===== src/rtl/t1_tx_pkg.sv =====
package t1_tx_pkg;

  // Framing format selector, control register bits 5:4
  typedef enum logic [1:0] {
    FMT_D4     = 2'b00,
    FMT_ESF    = 2'b01,
    FMT_ZB     = 2'b10,
    FMT_ESF_B  = 2'b11
  } fmt_e;

  // Control register image, msb first so it maps to bits 5:0
  typedef struct packed {
    fmt_e fmt;
    logic linkEn;
    logic dblWide;
    logic mfSync;
    logic syncOut;
  } cfg_t;

  // Strobes handed from control to datapath
  typedef struct packed {
    logic fSlot;
    logic secondBit;
    logic sigFrame;
    logic mfFirst;
    logic linkTake;
    logic linkDemand;
    logic payTake;
  } strobe_t;

endpackage


===== src/rtl/t1_tx_ctrl.sv =====
module t1_tx_ctrl
  import t1_tx_pkg::*;
#(
  parameter int CHANNELS   = 24,
  parameter int CHAN_BITS  = 8,
  parameter int D4_FRAMES  = 12,
  parameter int ESF_FRAMES = 24,
  parameter int SIG_PERIOD = 6,
  parameter int FDL_STRIDE = 2,
  parameter int ZB_STRIDE  = 4,
  localparam int FRAME_BITS = CHANNELS * CHAN_BITS + 1,
  localparam int BIT_W = $clog2(FRAME_BITS),
  localparam int FRM_W = $clog2(ESF_FRAMES),
  localparam int CH_W  = $clog2(CHANNELS)
) (
  input  logic             clk,
  input  logic             rstN,
  input  logic             cfgWr,
  input  cfg_t             cfgData,
  input  logic             syncIn,
  output cfg_t             cfg,
  output strobe_t          strobe,
  output logic [CH_W-1:0]  chanSel,
  output logic [BIT_W-1:0] bitIdx,
  output logic [FRM_W-1:0] frameIdx
);

  localparam int CB_W = (CHAN_BITS > 1) ? $clog2(CHAN_BITS) : 1;
  localparam logic [BIT_W-1:0] LAST_BIT = BIT_W'(FRAME_BITS - 1);
  localparam logic [CH_W-1:0]  LAST_CH  = CH_W'(CHANNELS - 1);
  localparam logic [CB_W-1:0]  LAST_CB  = CB_W'(CHAN_BITS - 1);
  localparam logic [FRM_W-1:0] D4_LAST  = FRM_W'(D4_FRAMES - 1);
  localparam logic [FRM_W-1:0] ESF_LAST = FRM_W'(ESF_FRAMES - 1);

  logic [CB_W-1:0]  chanBit;
  logic [FRM_W-1:0] lastFrame;
  logic [FRM_W-1:0] frameNext;
  logic             lastBit;
  logic             fSlot;
  logic             syncHit;

  // Link-carrying frame by zero-based index
  function automatic logic isLinkFrame(input fmt_e f, input logic [FRM_W-1:0] idx);
    int n;
    n = int'(idx);
    case (f)
      FMT_D4:  return (n % FDL_STRIDE) == (FDL_STRIDE - 1);
      FMT_ZB:  return (n % ZB_STRIDE) == 0;
      default: return (n % FDL_STRIDE) == 0;
    endcase
  endfunction

  always_ff @(posedge clk or negedge rstN) begin
    if (!rstN) cfg <= '0;
    else if (cfgWr) cfg <= cfgData;
  end

  always_comb begin
    lastFrame = (cfg.fmt == FMT_D4) ? D4_LAST : ESF_LAST;
    frameNext = (frameIdx >= lastFrame) ? '0 : frameIdx + 1'b1;
    lastBit   = (bitIdx == LAST_BIT);
    fSlot     = (bitIdx == '0);
    syncHit   = !cfg.syncOut && syncIn;
  end

  always_ff @(posedge clk or negedge rstN) begin
    if (!rstN) begin
      bitIdx   <= '0;
      frameIdx <= '0;
      chanSel  <= '0;
      chanBit  <= '0;
    end else if (syncHit) begin
      bitIdx   <= '0;
      chanSel  <= '0;
      chanBit  <= '0;
      frameIdx <= cfg.mfSync ? '0 : frameNext;
    end else begin
      bitIdx <= lastBit ? '0 : bitIdx + 1'b1;
      if (lastBit) frameIdx <= frameNext;
      if (!fSlot) begin
        if (chanBit == LAST_CB) begin
          chanBit <= '0;
          chanSel <= (chanSel == LAST_CH) ? '0 : chanSel + 1'b1;
        end else begin
          chanBit <= chanBit + 1'b1;
        end
      end
    end
  end

  always_comb begin
    strobe.fSlot      = fSlot;
    strobe.secondBit  = (bitIdx == BIT_W'(1));
    strobe.sigFrame   = ((int'(frameIdx) + 1) % SIG_PERIOD) == 0;
    strobe.mfFirst    = (frameIdx == '0);
    strobe.linkTake   = fSlot && cfg.linkEn && isLinkFrame(cfg.fmt, frameIdx);
    strobe.linkDemand = !fSlot && (chanSel == LAST_CH) && isLinkFrame(cfg.fmt, frameNext);
    strobe.payTake    = !fSlot;
  end

endmodule


===== src/rtl/t1_tx_datapath.sv =====
module t1_tx_datapath
  import t1_tx_pkg::*;
#(
  parameter int CHANNELS = 24,
  localparam int MASK_BYTES = (CHANNELS + 7) / 8,
  localparam int AW   = $clog2(MASK_BYTES + 1),
  localparam int CH_W = $clog2(CHANNELS)
) (
  input  logic            clk,
  input  logic            rstN,
  input  logic            regWrEn,
  input  logic [AW-1:0]   regAddr,
  input  logic [7:0]      regWrData,
  input  logic            syncOutMode,
  input  logic            mfMode,
  input  logic            dblWide,
  input  strobe_t         strobe,
  input  logic [CH_W-1:0] chanSel,
  input  logic            serIn,
  input  logic            linkIn,
  output logic            chanBlock,
  output logic            syncOut,
  output logic            syncDrive,
  output logic            linkClk,
  output logic            fBitSlot,
  output logic            payloadBit,
  output logic            payloadValid,
  output logic            linkBit,
  output logic            linkValid
);

  logic [MASK_BYTES*8-1:0] maskFlat;

  for (genvar k = 0; k < MASK_BYTES; k++) begin : g_maskByte
    logic [7:0] byteReg;
    always_ff @(posedge clk or negedge rstN) begin
      if (!rstN) byteReg <= '0;
      else if (regWrEn && regAddr == AW'(k + 1)) byteReg <= regWrData;
    end
    assign maskFlat[8*k +: 8] = byteReg;
  end

  always_comb begin
    fBitSlot  = strobe.fSlot;
    chanBlock = !strobe.fSlot && maskFlat[chanSel];
    linkClk   = strobe.linkDemand;
    syncDrive = syncOutMode;
    if (!syncOutMode)
      syncOut = 1'b0;
    else if (mfMode)
      syncOut = strobe.fSlot && strobe.mfFirst;
    else
      syncOut = strobe.fSlot || (dblWide && strobe.sigFrame && strobe.secondBit);
  end

  always_ff @(posedge clk or negedge rstN) begin
    if (!rstN) begin
      payloadValid <= 1'b0;
      payloadBit   <= 1'b0;
      linkValid    <= 1'b0;
      linkBit      <= 1'b0;
    end else begin
      payloadValid <= strobe.payTake;
      if (strobe.payTake) payloadBit <= serIn;
      linkValid <= strobe.linkTake;
      if (strobe.linkTake) linkBit <= linkIn;
    end
  end

endmodule


===== src/rtl/t1_tx_frame_timer.sv =====
module t1_tx_frame_timer
  import t1_tx_pkg::*;
#(
  parameter int CHANNELS   = 24,
  parameter int CHAN_BITS  = 8,
  parameter int D4_FRAMES  = 12,
  parameter int ESF_FRAMES = 24,
  parameter int SIG_PERIOD = 6,
  parameter int FDL_STRIDE = 2,
  parameter int ZB_STRIDE  = 4
) (
  input  logic clk,
  input  logic rstN,
  input  logic regWrEn,
  input  logic [$clog2((CHANNELS + 7) / 8 + 1)-1:0] regAddr,
  input  logic [7:0] regWrData,
  input  logic syncIn,
  input  logic serIn,
  input  logic linkIn,
  output logic syncOut,
  output logic syncDrive,
  output logic chanBlock,
  output logic linkClk,
  output logic fBitSlot,
  output logic payloadBit,
  output logic payloadValid,
  output logic linkBit,
  output logic linkValid,
  output logic [$clog2(CHANNELS * CHAN_BITS + 1)-1:0] bitIdx,
  output logic [$clog2(ESF_FRAMES)-1:0] frameIdx
);

  localparam int CH_W = $clog2(CHANNELS);

  cfg_t            cfg;
  strobe_t         strobe;
  logic [CH_W-1:0] chanSel;
  logic            cfgWr;

  assign cfgWr = regWrEn && (regAddr == '0);

  t1_tx_ctrl #(
    .CHANNELS(CHANNELS), .CHAN_BITS(CHAN_BITS), .D4_FRAMES(D4_FRAMES),
    .ESF_FRAMES(ESF_FRAMES), .SIG_PERIOD(SIG_PERIOD),
    .FDL_STRIDE(FDL_STRIDE), .ZB_STRIDE(ZB_STRIDE)
  ) u_ctrl (
    .clk(clk), .rstN(rstN), .cfgWr(cfgWr), .cfgData(cfg_t'(regWrData[5:0])),
    .syncIn(syncIn), .cfg(cfg), .strobe(strobe), .chanSel(chanSel),
    .bitIdx(bitIdx), .frameIdx(frameIdx)
  );

  t1_tx_datapath #(.CHANNELS(CHANNELS)) u_dp (
    .clk(clk), .rstN(rstN), .regWrEn(regWrEn), .regAddr(regAddr),
    .regWrData(regWrData), .syncOutMode(cfg.syncOut), .mfMode(cfg.mfSync),
    .dblWide(cfg.dblWide), .strobe(strobe), .chanSel(chanSel),
    .serIn(serIn), .linkIn(linkIn), .chanBlock(chanBlock), .syncOut(syncOut),
    .syncDrive(syncDrive), .linkClk(linkClk), .fBitSlot(fBitSlot),
    .payloadBit(payloadBit), .payloadValid(payloadValid),
    .linkBit(linkBit), .linkValid(linkValid)
  );

endmodule


===== config.mk =====
export PLATFORM = sky130hd
export DESIGN_NAME = t1_tx_frame_timer
export DESIGN_NICKNAME = d
export VERILOG_FILES = /design/src/rtl/t1_tx_pkg.sv /design/src/rtl/t1_tx_ctrl.sv /design/src/rtl/t1_tx_datapath.sv /design/src/rtl/t1_tx_frame_timer.sv
export SDC_FILE = /design/constraint.sdc
export NUM_CORES = 1
export LEC_CHECK = 0
export BUFFER_PORTS_ARGS = -buffer_cell sky130_fd_sc_hd__buf_4
export CORE_ASPECT_RATIO = 0.7
export CORE_MARGIN = 4
export CORE_UTILIZATION = 52
export DETAILED_ROUTE_END_ITERATION = 10
export PLACE_DENSITY = 0.77
export SYNTH_ARGS = -nofsm -noshare
export SYNTH_HDL_FRONTEND = slang
export SYNTH_SLANG_ARGS = --single-unit

===== constraint.sdc =====
create_clock -name clk -period 3.6 [get_ports clk]
set_clock_uncertainty 0.2 [all_clocks]
set_input_delay 0.36 -clock clk [delete_from_list [all_inputs] [get_ports clk]]
set_output_delay 0.36 -clock clk [all_outputs]
set_load 0.01 [all_outputs]

# --- Yosys cells after proc, flatten, opt, wreduce, memory -nomap -nowiden ---
# Index checks and enable logic that the tools add are counted.
totals:
  latch_bits: 0
  word_cells: 81
  mem_bits_rw: 0
  output_inout_bits: 22
  romBits: 0
  ff_bits: 55
  n_memories: 0
  in_bits: 16
op_classes:
  mux: 20
  order_cmp: 2
  eq_ne: 9
  n_bitwise: 0
  n_reduce_logical: 28
  div_mod_pow: 1
  addsub: 5
  shift: 0
  multipliers: 0
op_table:
  columns: ["cell", "n"]
  rows:
  - ["$logic_not 32->1", 5]
  - ["$mux 5", 9]
  - ["$mod 32x4->32 const B", 1]
  - ["$mux 8", 2]
  - ["$logic_and 1x1->1", 13]
  - ["$add 5x1->5 const B", 2]
  - ["$mux 3", 3]
  - ["$add 8x1->8 const B", 1]
  - ["$eq 8x1->1 const B", 1]
  - ["$eq 8x8->1 const B", 1]
  - ["$logic_not 8->1", 1]
  - ["$add 5x1->6 const B", 1]
  - ["$eq 2x2->1 const B", 3]
  - ["$lt 5x6->1 const B", 1]
  - ["$bmux 1 s5", 1]
  - ["$eq 5x5->1 const B", 1]
  - ["$ge 5x5->1", 1]
  - ["$logic_not 5->1", 1]
  - ["$logic_not 2->1", 2]
  - ["$pmux 1 s2", 2]
  - ["$reduce_bool 2->1", 2]
  - ["$add 3x1->3 const B", 1]
  - ["$eq 3x3->1 const B", 1]
  - ["$mux 1", 3]
  - ["5 further kinds", 6]

# --- Logic depth before layout (Yosys ltp) ---
# Gate-level depths: netlist (run 1).
logic_depth:
  word_depth: 8
  ltp_mapped: 18
  depth_no_buf: 17

# --- Hierarchy ---
# From an unflattened synthesis (run 1), not the netlist that was laid out.
hier_totals:
  hier_cells: 263
  hier_area_um2: 3031.7
by_module_without_submodules:
  columns: ["mod", "seq_area_each_um2", "cells_each", "area_each_um2", "n_inst"]
  rows:
  - ["t1_tx_ctrl", 675.6, 179, 1715.4, 1]
  - ["t1_tx_datapath", 700.7, 83, 1303.8, 1]
  - ["t1_tx_frame_timer", 0.0, 1, 12.5, 1]

# --- Least setup slack after synthesis (run 1) ---
# No wires, ideal clock.
synth_timing:
  path_type: "flip-flop to output port"
  startpoint: "register u_ctrl.frameIdx[0]"
  endpoint: "output syncOut"
  arrival_ns: 3.319
  setup_slack_ns: -0.279
  required_time_ns: 3.040
  path_buffers: 1
  stages_incl_launch_ff: 17
  cell_sequence: "dfrtp_1 ha_1 buf_6 nand3_1 xnor2_1 ha_1 or4b_4 o21ai_2 a31oi_4 nand2b_1 nand2_1 ha_1 o21ai_0 o21ai_2 a21boi_1 o41ai_1 o31ai_1"
synth_between:
  elab_chain_cells: 8
  word_cells_on_any_way: 10
  cone_classes: "add/sub: 1; div: 1; mux: 2; reduce/logical: 6"
synth_lines:
  columns: ["element", "line_no", "rtl"]
  rows:
  - ["from (decl)", "t1_tx_ctrl.sv:25", "output logic [FRM_W-1:0] frameIdx"]
  - ["from (signal assigned)", "t1_tx_ctrl.sv:76", "frameIdx <= cfg.mfSync ? '0 : frameNext;"]
  - ["from (signal assigned)", "t1_tx_ctrl.sv:79", "if (lastBit) frameIdx <= frameNext;"]
  - ["$add 5x1->6", "t1_tx_ctrl.sv:94", "strobe.sigFrame = ((int'(frameIdx) + 1) % SIG_PERIOD) == 0;"]
  - ["$mod 32x4->32", "t1_tx_ctrl.sv:94", null]
  - ["$logic_not 32->1", "t1_tx_ctrl.sv:94", null]
  - ["$logic_and 1x1->1 (2 in series)", "t1_tx_datapath.sv:53", "syncOut = strobe.fSlot || (dblWide && strobe.sigFrame && strobe.secondBit);"]
  - ["$logic_or 1x1->1", "t1_tx_datapath.sv:53", null]
  - ["$mux 1 (*)", "t1_tx_datapath.sv:50", "else if (mfMode)"]
  - ["$mux 1 (*)", "t1_tx_datapath.sv:48", "if (!syncOutMode)"]
  - ["to (decl)", "t1_tx_frame_timer.sv:20", "output logic syncOut,"]
# Mark *: on every way between the ends. The rest lies on a longest branch, timed or not.

# --- Final worst setup path (run 1) ---
layout_timing:
  startpoint: "register u_ctrl.frameIdx[2]"
  endpoint: "output syncOut"
# Same word-level chain as after synthesis.

==> results of run 1 <==
==> critical path, delay by kind of cell (launching register included) <==
kind                       cells  cell delay (ps)
buffers and inverters          1              160
and+or+nand+nor                7             1240
adders and majority gates      2              520
AOI/OAI and AO/OA              5              900
DFF                            1              440
==> cell usage in the layout, fill, tap and decap left out, types with 3 or more instances in the layout <==
cell	netlist	final
nor3_1	5	4
inv_1	9	9
clkbuf_8	0	5
mux2_2	33	33
buf_4	0	53
nand4_1	4	4
ha_1	13	11
xnor2_1	5	4
nand3_1	9	8
a21o_1	3	3
mux4_2	7	7
dfrtp_1	55	54
nand3b_1	3	3
and3_1	3	3
o21ai_1	3	4
inv_6	0	3
nor2b_1	3	3
a21oi_1	11	11
nand2_1	23	22
xor2_1	4	4
nor2_1	25	25
==> flip-flops by register name (all words and copies together), names as in the netlist, 3 cells and up <==
name and cells:
u_dp.g_maskByte.byteReg 24, u_ctrl.chanBit 3, u_ctrl.bitIdx 8, u_ctrl.cfg 6
u_ctrl.frameIdx 5, u_ctrl.chanSel 5
==> power groups by stage <==
stage	combinational [mW]	sequential (mW)	clock [mW]
final	1.11	0.878	0.366
after global routing	1.24	0.899	0.397
after CTS	1.06	0.873	0.371
after detailed placement	1.00	0.882	0
after global placement	0.981	0.870	0
after floorplan	0.651	0.885	0
==> logic make-up (layout without fill, tap and decap cells) <==
kind of cell	count (synthesis)	after routing	synth area share, %
buffers and inverters	21	73	3.971
AO/OA/AOI/OAI	38	38	8.989
flip-flops	55	55	45.99
AND/OR/NAND/NOR	86	86	14.26
adder cells (fa/ha/maj)	13	13	5.435
XOR/XNOR	9	9	2.634
multiplexers	43	43	18.73
==> per-layer routing <==
metal | vias to the layer above | global-route usage (%) | part of all wire (%)
li1 | 1052 | - | -
met1 | 1092 | 30.18 | 48
met2 | 59 | 30.41 | 45
met3 | 6 | 3.307 | 5.9
met4 | 0 | 3.485 | 0.50
met5 | - | 0 | 0
==> metrics by stage <==
| step | setup slack (ps) | utilization [%] | power (mW) | setup TNS, ps |
|---|---|---|---|---|
| after floorplan | -259.0 | - | 1.535 | -259.0 |
| after global placement | -102.6 | 62.92 | 1.850 | -102.6 |
| after detailed placement | -226.5 | 62.92 | 1.886 | -226.5 |
| after CTS | -588.4 | 65.70 | 2.299 | -588.4 |
| after global routing | -786.6 | 66.47 | 2.532 | -786.6 |
| final | -540.1 | 66.47 | 2.359 | -540.1 |
==> worst paths after layout <==
kind	from	to	slack (ps)
min	serIn	u_dp.payloadBit$_DFFE_PN0N_	60
max reg2reg	u_ctrl.cfg[4]$_DFFE_PN0P_	u_ctrl.frameIdx[3]$_DFFE_PN0P_	1070
min reg2reg	u_dp.payloadBit$_DFFE_PN0N_	u_dp.payloadBit$_DFFE_PN0N_	270
max in group asynchronous	rstN	u_ctrl.frameIdx[0]$_DFFE_PN0P_	2320
min in group asynchronous	rstN	u_ctrl.chanSel[4]$_DFFE_PN0P_	410
max	u_ctrl.frameIdx[2]$_DFFE_PN0P_	syncOut	-540
==> area by class of cell <==
type                       count  area (µm²)
tap                           72       90.09
multi-input combinational    189        1569
clock inverter                 3       26.28
sequential                    55        1378
clock buffer                   5       68.82
fill                         425        1809
timing repair buffer          54       407.9
inverter                      11       46.29
==> timing repair <==
action                                 4_1_cts  5_1_grt
endpoints found under the hold margin       55        0
setup endpoints to repair                    1        1
resized for setup                            7        4
buffers inserted                             0        2
pin swaps                                    6        4
hold buffers                                 1        0
==> results_dict.tcl, run 1 <==
set metrics [dict create \
    yosys.area.top_type "dfrtp_1" \
    reg2reg_depth 8 \
    clk_pin_slew_worst_paths_ps 100 \
    synth_cells 265 \
    clockBufferDepth 2 \
    slowest_delay_ps 440 \
    antenna_found_initial 0 \
    diodes 0 \
    whs_path_depth 3 \
    yosys-top-cells-area "dfrtp_1, mux2_2, ha_1" \
    drive_above_1_share_pct 37.54 \
    ioPinCount 38 \
    grt_pass1_vias 2243 \
    timing.hold.ws_ps 59.10 \
    core_area_um2 5395 \
    wl_per_cell_um 16.91 \
    synth_edf_count 0 \
    pwr_density_cell_nw_per_um2 657.7 \
    die_h_um 71.48 \
    timing.final.max_slew_violations 0 \
    netlist_area_um2 2993 \
    die_w_um 98.68 \
    gp_congestion 0.8328 \
    status "finished with violations" \
    min_period_over_period_pct 115.0 \
    start_util_pct 55.47 \
    track_usage_pct 19.83 \
    finalSetupViolCount 1 \
    seq_power_share_pct 37.2 \
    dpl_cell_area_um2 3395 \
    ant_nets 0 \
    drv_cap 0 \
    internal-power_mw 1.435 \
    syn-num-nets 294 \
    vdd.ir_drop.worst_mv 0.3027 \
    worstPathMaxFanout 4 \
    end_kind "output pin" \
    cp-start-kind "flip-flop" \
    worst_slew_pin_slew_ps 809.3 \
    ctsHtreeMaxLevel 2 \
    dp.cells 378 \
    critPathRequiredTime_ps 3040 \
    synth_top_area_share_pct 45.99 \
    setup_slack_ps -540.1 \
    drt_iter0_drc 139 \
    rsz0062_at_grt "yes" \
    synth-main-ff-cell "dfrtp_1" \
    grt_pass1_wl_mm 11.28 \
    yosysMostFrequentCell "dfrtp_1" \
    slowest_stage "dfrtp_1" \
    p_sw_uw 923.2 \
    crit_type "flip-flop to output pin" \
    fmax_mhz 241.5 \
    syn2layout_area_growth_pct 19.82 \
    crit_chain "and3_4, and3_1, ha_1, nor2b_1, o31ai_1, a31o_1, a21oi_1, nand3_1, nand2_4, ha_4, or2b_1, nor4_2, o41ai_1, o31ai_1, buf_4" \
    die_area_um2 7053 \
    synth-seq-area-share_pct 45.99 \
    viasPerCell 5.679 \
    cts_root_buf "clkbuf_8" \
    ys_ff_latch 55 \
    clk_latency_ps 310 \
    firstDrtPassIters 4 \
    syn_avg_cell_area_um2 11.29 \
    postLayoutCellArea_um2 3586 \
    hold_class "input pin to flip-flop" \
    hold_viol 0 \
    p_leak_nw 1.652 \
    cpMostUsedCell "o31ai_1" \
    port_buffers 37 \
    synthTopCellsByCount "dfrtp_1, mux2_2, nor2_1" \
    grt_max_degree 56 \
    cts_tree "done" \
    route.detailed.drc 0 \
    yosysWarnings 0 \
    synth-async-reset-ratio_pct 100.0 \
    worstPathArrival_ps 3580 \
    cts_sinks 55 \
    violations "negative setup slack" \
    cts_inserted_buffers 5 \
    min_period_ps 4140 \
    power_frac_clock_pct 15.5 \
    final-instance-count-excl-fill 389 \
    switching_share_pct 39.14 \
    fin_nets 345 \
    synth_cell_types 49 \
    grt-ovfl-total 0 \
    routed_wl_mm 6.578 \
    rows 22 \
    relSlewSlack_pct 45.93 \
    vias 2209 \
    p_comb_share_pct 47.2 \
    dp.final_hpwl_mm 4.821 \
]
(Power assumes the default switching activity.)
==> run 2, diff against run 1 <==
--- a/config.mk
+++ b/config.mk
@@ -11,6 +11,8 @@
 export CORE_UTILIZATION = 52
 export DETAILED_ROUTE_END_ITERATION = 10
 export PLACE_DENSITY = 0.77
+export RECOVER_POWER = 50
+export SLEW_MARGIN = 20
 export SYNTH_ARGS = -nofsm -noshare
 export SYNTH_HDL_FRONTEND = slang
 export SYNTH_SLANG_ARGS = --single-unit
==> constraint.sdc (replaced) <==
create_clock -name clk -period 3.6 [get_ports clk]
set_clock_uncertainty 0.2 [all_clocks]
set_input_delay 0.72 -clock clk [delete_from_list [all_inputs] [get_ports clk]]
set_output_delay 0.72 -clock clk [all_outputs]
set_load 0.01 [all_outputs]
==> run 2 against run 1 <==
- the run still ends with negative setup slack left
- total power increased by 0.89%
- wire length is 0.50% lower
- first-iteration DRC count increased by 27%
- utilization is 0.32 points higher
- clock-buffer cell count grew 1
- via count is 1.4% higher
- maximum frequency down 7.6%
- sequential share of layout area is 0.15 points lower
- hold slack improved by 240 ps
- critical path type unchanged
==> results_dict.tcl, run 2 (synthesized netlist as in run 1, its figures left out) <==
set metrics [dict create \
    status "finished with violations" \
    violations "negative setup slack" \
    cts_tree "done" \
    met2_usage_pct 30.79 \
    final_common_cell "buf_4" \
    use_met3_pct 4.767 \
    slowest_delay_ps 440 \
    busiest_layer "met2" \
    drive_above_1_share_pct 38.94 \
    fillers 417 \
    regToRegSetupSlack_ps 1080 \
    core_area_um2 5395 \
    ctsHtreeMaxLevel 2 \
    dp.final_hpwl_mm 4.757 \
    start_util_pct 55.47 \
    worst_slew_pin_slew_ps 1345 \
    cts_inserted_buffers 5 \
    hold_viol 0 \
    setup_slack_ps -880.5 \
    setup_tns_ps -880.5 \
    path_delay_family "compound AO/OA/AOI/OAI gates" \
    firstDrtPassIters 4 \
    routed_wl_mm 6.545 \
    clk_pin_slew_worst_paths_ps 100 \
    end_kind "output pin" \
    largest_register_ffs 24 \
    grt_pass1_wl_mm 11.33 \
    port_buffers 37 \
    diodes 0 \
    min_period_ps 4480 \
    crit_end "syncOut" \
    fin_nets 349 \
    die_w_um 98.68 \
    hold_buffers 0 \
    ioPinCount 38 \
    viasPerCell 5.697 \
    gp_congestion 0.8574 \
    dp_slack_ps -560.7 \
    drv_cap 0 \
    reg2reg_depth 9 \
    cts_sinks 55 \
    crit_cells 17 \
    slowest_stage "dfrtp_2" \
    rows 22 \
    p_leak_nw 1.667 \
    final_core_util_pct 66.79 \
    wl_per_cell_um 16.65 \
    die_h_um 71.48 \
    timing.final.max_slew_violations 0 \
    reg.largest.list "u_dp.g_maskByte.byteReg x24, u_ctrl.bitIdx x8, u_ctrl.cfg x6" \
    track_usage_pct 19.77 \
    relSlewSlack_pct 10.31 \
    clockBufferDepth 2 \
    reg2reg_from "u_ctrl.frameIdx[2]$_DFFE_PN0P_" \
    min_period_over_period_pct 124.5 \
    route.detailed.drc 0 \
    hold_class "flip-flop to flip-flop" \
    cp-start-kind "flip-flop" \
    worstPathMaxFanout 4 \
    worst-path-buf-inv 2 \
    regMostFlops "u_dp.g_maskByte.byteReg" \
    finalSetupViolCount 1 \
    drt_iter0_drc 176 \
    grt_max_degree 56 \
    vdd.ir_drop.worst_mv 0.2791 \
    final_cell_mix "buf_4, dfrtp_1, mux2_2, nor2_1, nand2_1" \
    grt_pass1_vias 2275 \
    die_area_um2 7053 \
    crit_path_start "u_ctrl.frameIdx[2]$_DFFE_PN0P_" \
    cts_root_buf "clkbuf_8" \
    vias 2239 \
    crit_type "flip-flop to output pin" \
    rsz0062_at_grt "yes" \
    antenna_found_initial 0 \
    ant_nets 0 \
    pwr_density_cell_nw_per_um2 660.4 \
    crit_chain "and3_4, and3_1, ha_1, buf_4, nor2b_1, o31ai_1, a31o_1, a21oi_2, nand3_2, nand2_2, ha_4, o21ai_2, o21ai_2, a21boi_1, o41ai_1, o31ai_1, buf_4" \
    critPathRequiredTime_ps 2680 \
    fmax_mhz 223.2 \
    whs_path_depth 2 \
    timing.hold.ws_ps 295.6 \
    power_mw 2.380 \
    syn2layout_area_growth_pct 20.40 \
    grt-ovfl-total 0 \
    clk_latency_ps 300 \
    grt_use_met1_pct 28.94 \
    r2r-end "u_ctrl.frameIdx[3]$_DFFE_PN0P_" \
    worstPathArrival_ps 3560 \
]
-- run 2: cell count changes in the layout (fill, tap and decap cells not counted), sizes merged --
cell,change
inv,-2
buf,+2
clkbuf,+4
dlygate4sd3,-1
clkinv,+1
-- run 2: cell type report --
| class | count | area (µm²) | share of cell area [%] |
|---|---|---|---|
| multi-input cells | 189 | 1567 | 43.47 |
| clock inverters | 2 | 13.76 | 0.3819 |
| flip-flops and latches | 55 | 1379 | 38.26 |
| clock buffers | 6 | 82.58 | 2.292 |
| inverters | 11 | 46.29 | 1.285 |
| well taps | 72 | 90.09 | 2.500 |
| repair buffers | 58 | 425.4 | 11.81 |
-- run 2: layer usage --
layer  vias to the layer above  part of all wire, %
met5                         -                    0
met4                         0                  1.2
met3                        10                  6.6
met2                        60                   45
met1                      1110                   47
li1                       1059                    -
-- run 2: where the power goes --
| part | internal, mW | switching [mW] | total, mW | leakage (nW) |
|---|---|---|---|---|
| Sequential | 0.757 | 0.114 | 0.870 | 0.681 |
| Clock | 0.158 | 0.196 | 0.354 | 0.0516 |
| Combinational | 0.557 | 0.598 | 1.16 | 0.934 |
| Total | 1.47 | 0.908 | 2.38 | 1.67 |
-- run 2: worst min path at each step --
stage	from	to	slack [ps]
floorplan	rstN	u_ctrl.bitIdx[0]$_DFF_PN0_	220
global placement	u_dp.payloadBit$_DFFE_PN0N_	u_dp.payloadBit$_DFFE_PN0N_	250
detailed placement	u_dp.linkBit$_DFFE_PN0P_	u_dp.linkBit$_DFFE_PN0P_	280
CTS	rstN	u_ctrl.chanSel[2]$_DFFE_PN0P_	280
global route	u_dp.g_maskByte[1].byteReg[6]$_DFFE_PN0P_	u_dp.g_maskByte[1].byteReg[6]$_DFFE_PN0P_	320
finish	u_dp.payloadBit$_DFFE_PN0N_	u_dp.payloadBit$_DFFE_PN0N_	300
-- run 2: through the flow --
stage	cell area, µm²	instances
2_1_floorplan	2994	265
3_3_place_gp	3417	381
4_1_cts	3566	390
6_report	3603	393
5_1_grt	3603	393
3_5_place_dp	3417	381
-- run 2: tightest hold or removal path: stages (launching register included) --
cell	delay (ps)
dfrtp_1	350
nand2_1	50
nand2_1	60
-- run 2: repair_timing --
| item | in CTS | in global routing |
|---|---|---|
| pin swaps | 5 | 5 |
| setup buffers | 1 | 3 |
| resized for setup | 7 | 6 |
| endpoints found under the setup margin | 1 | 1 |
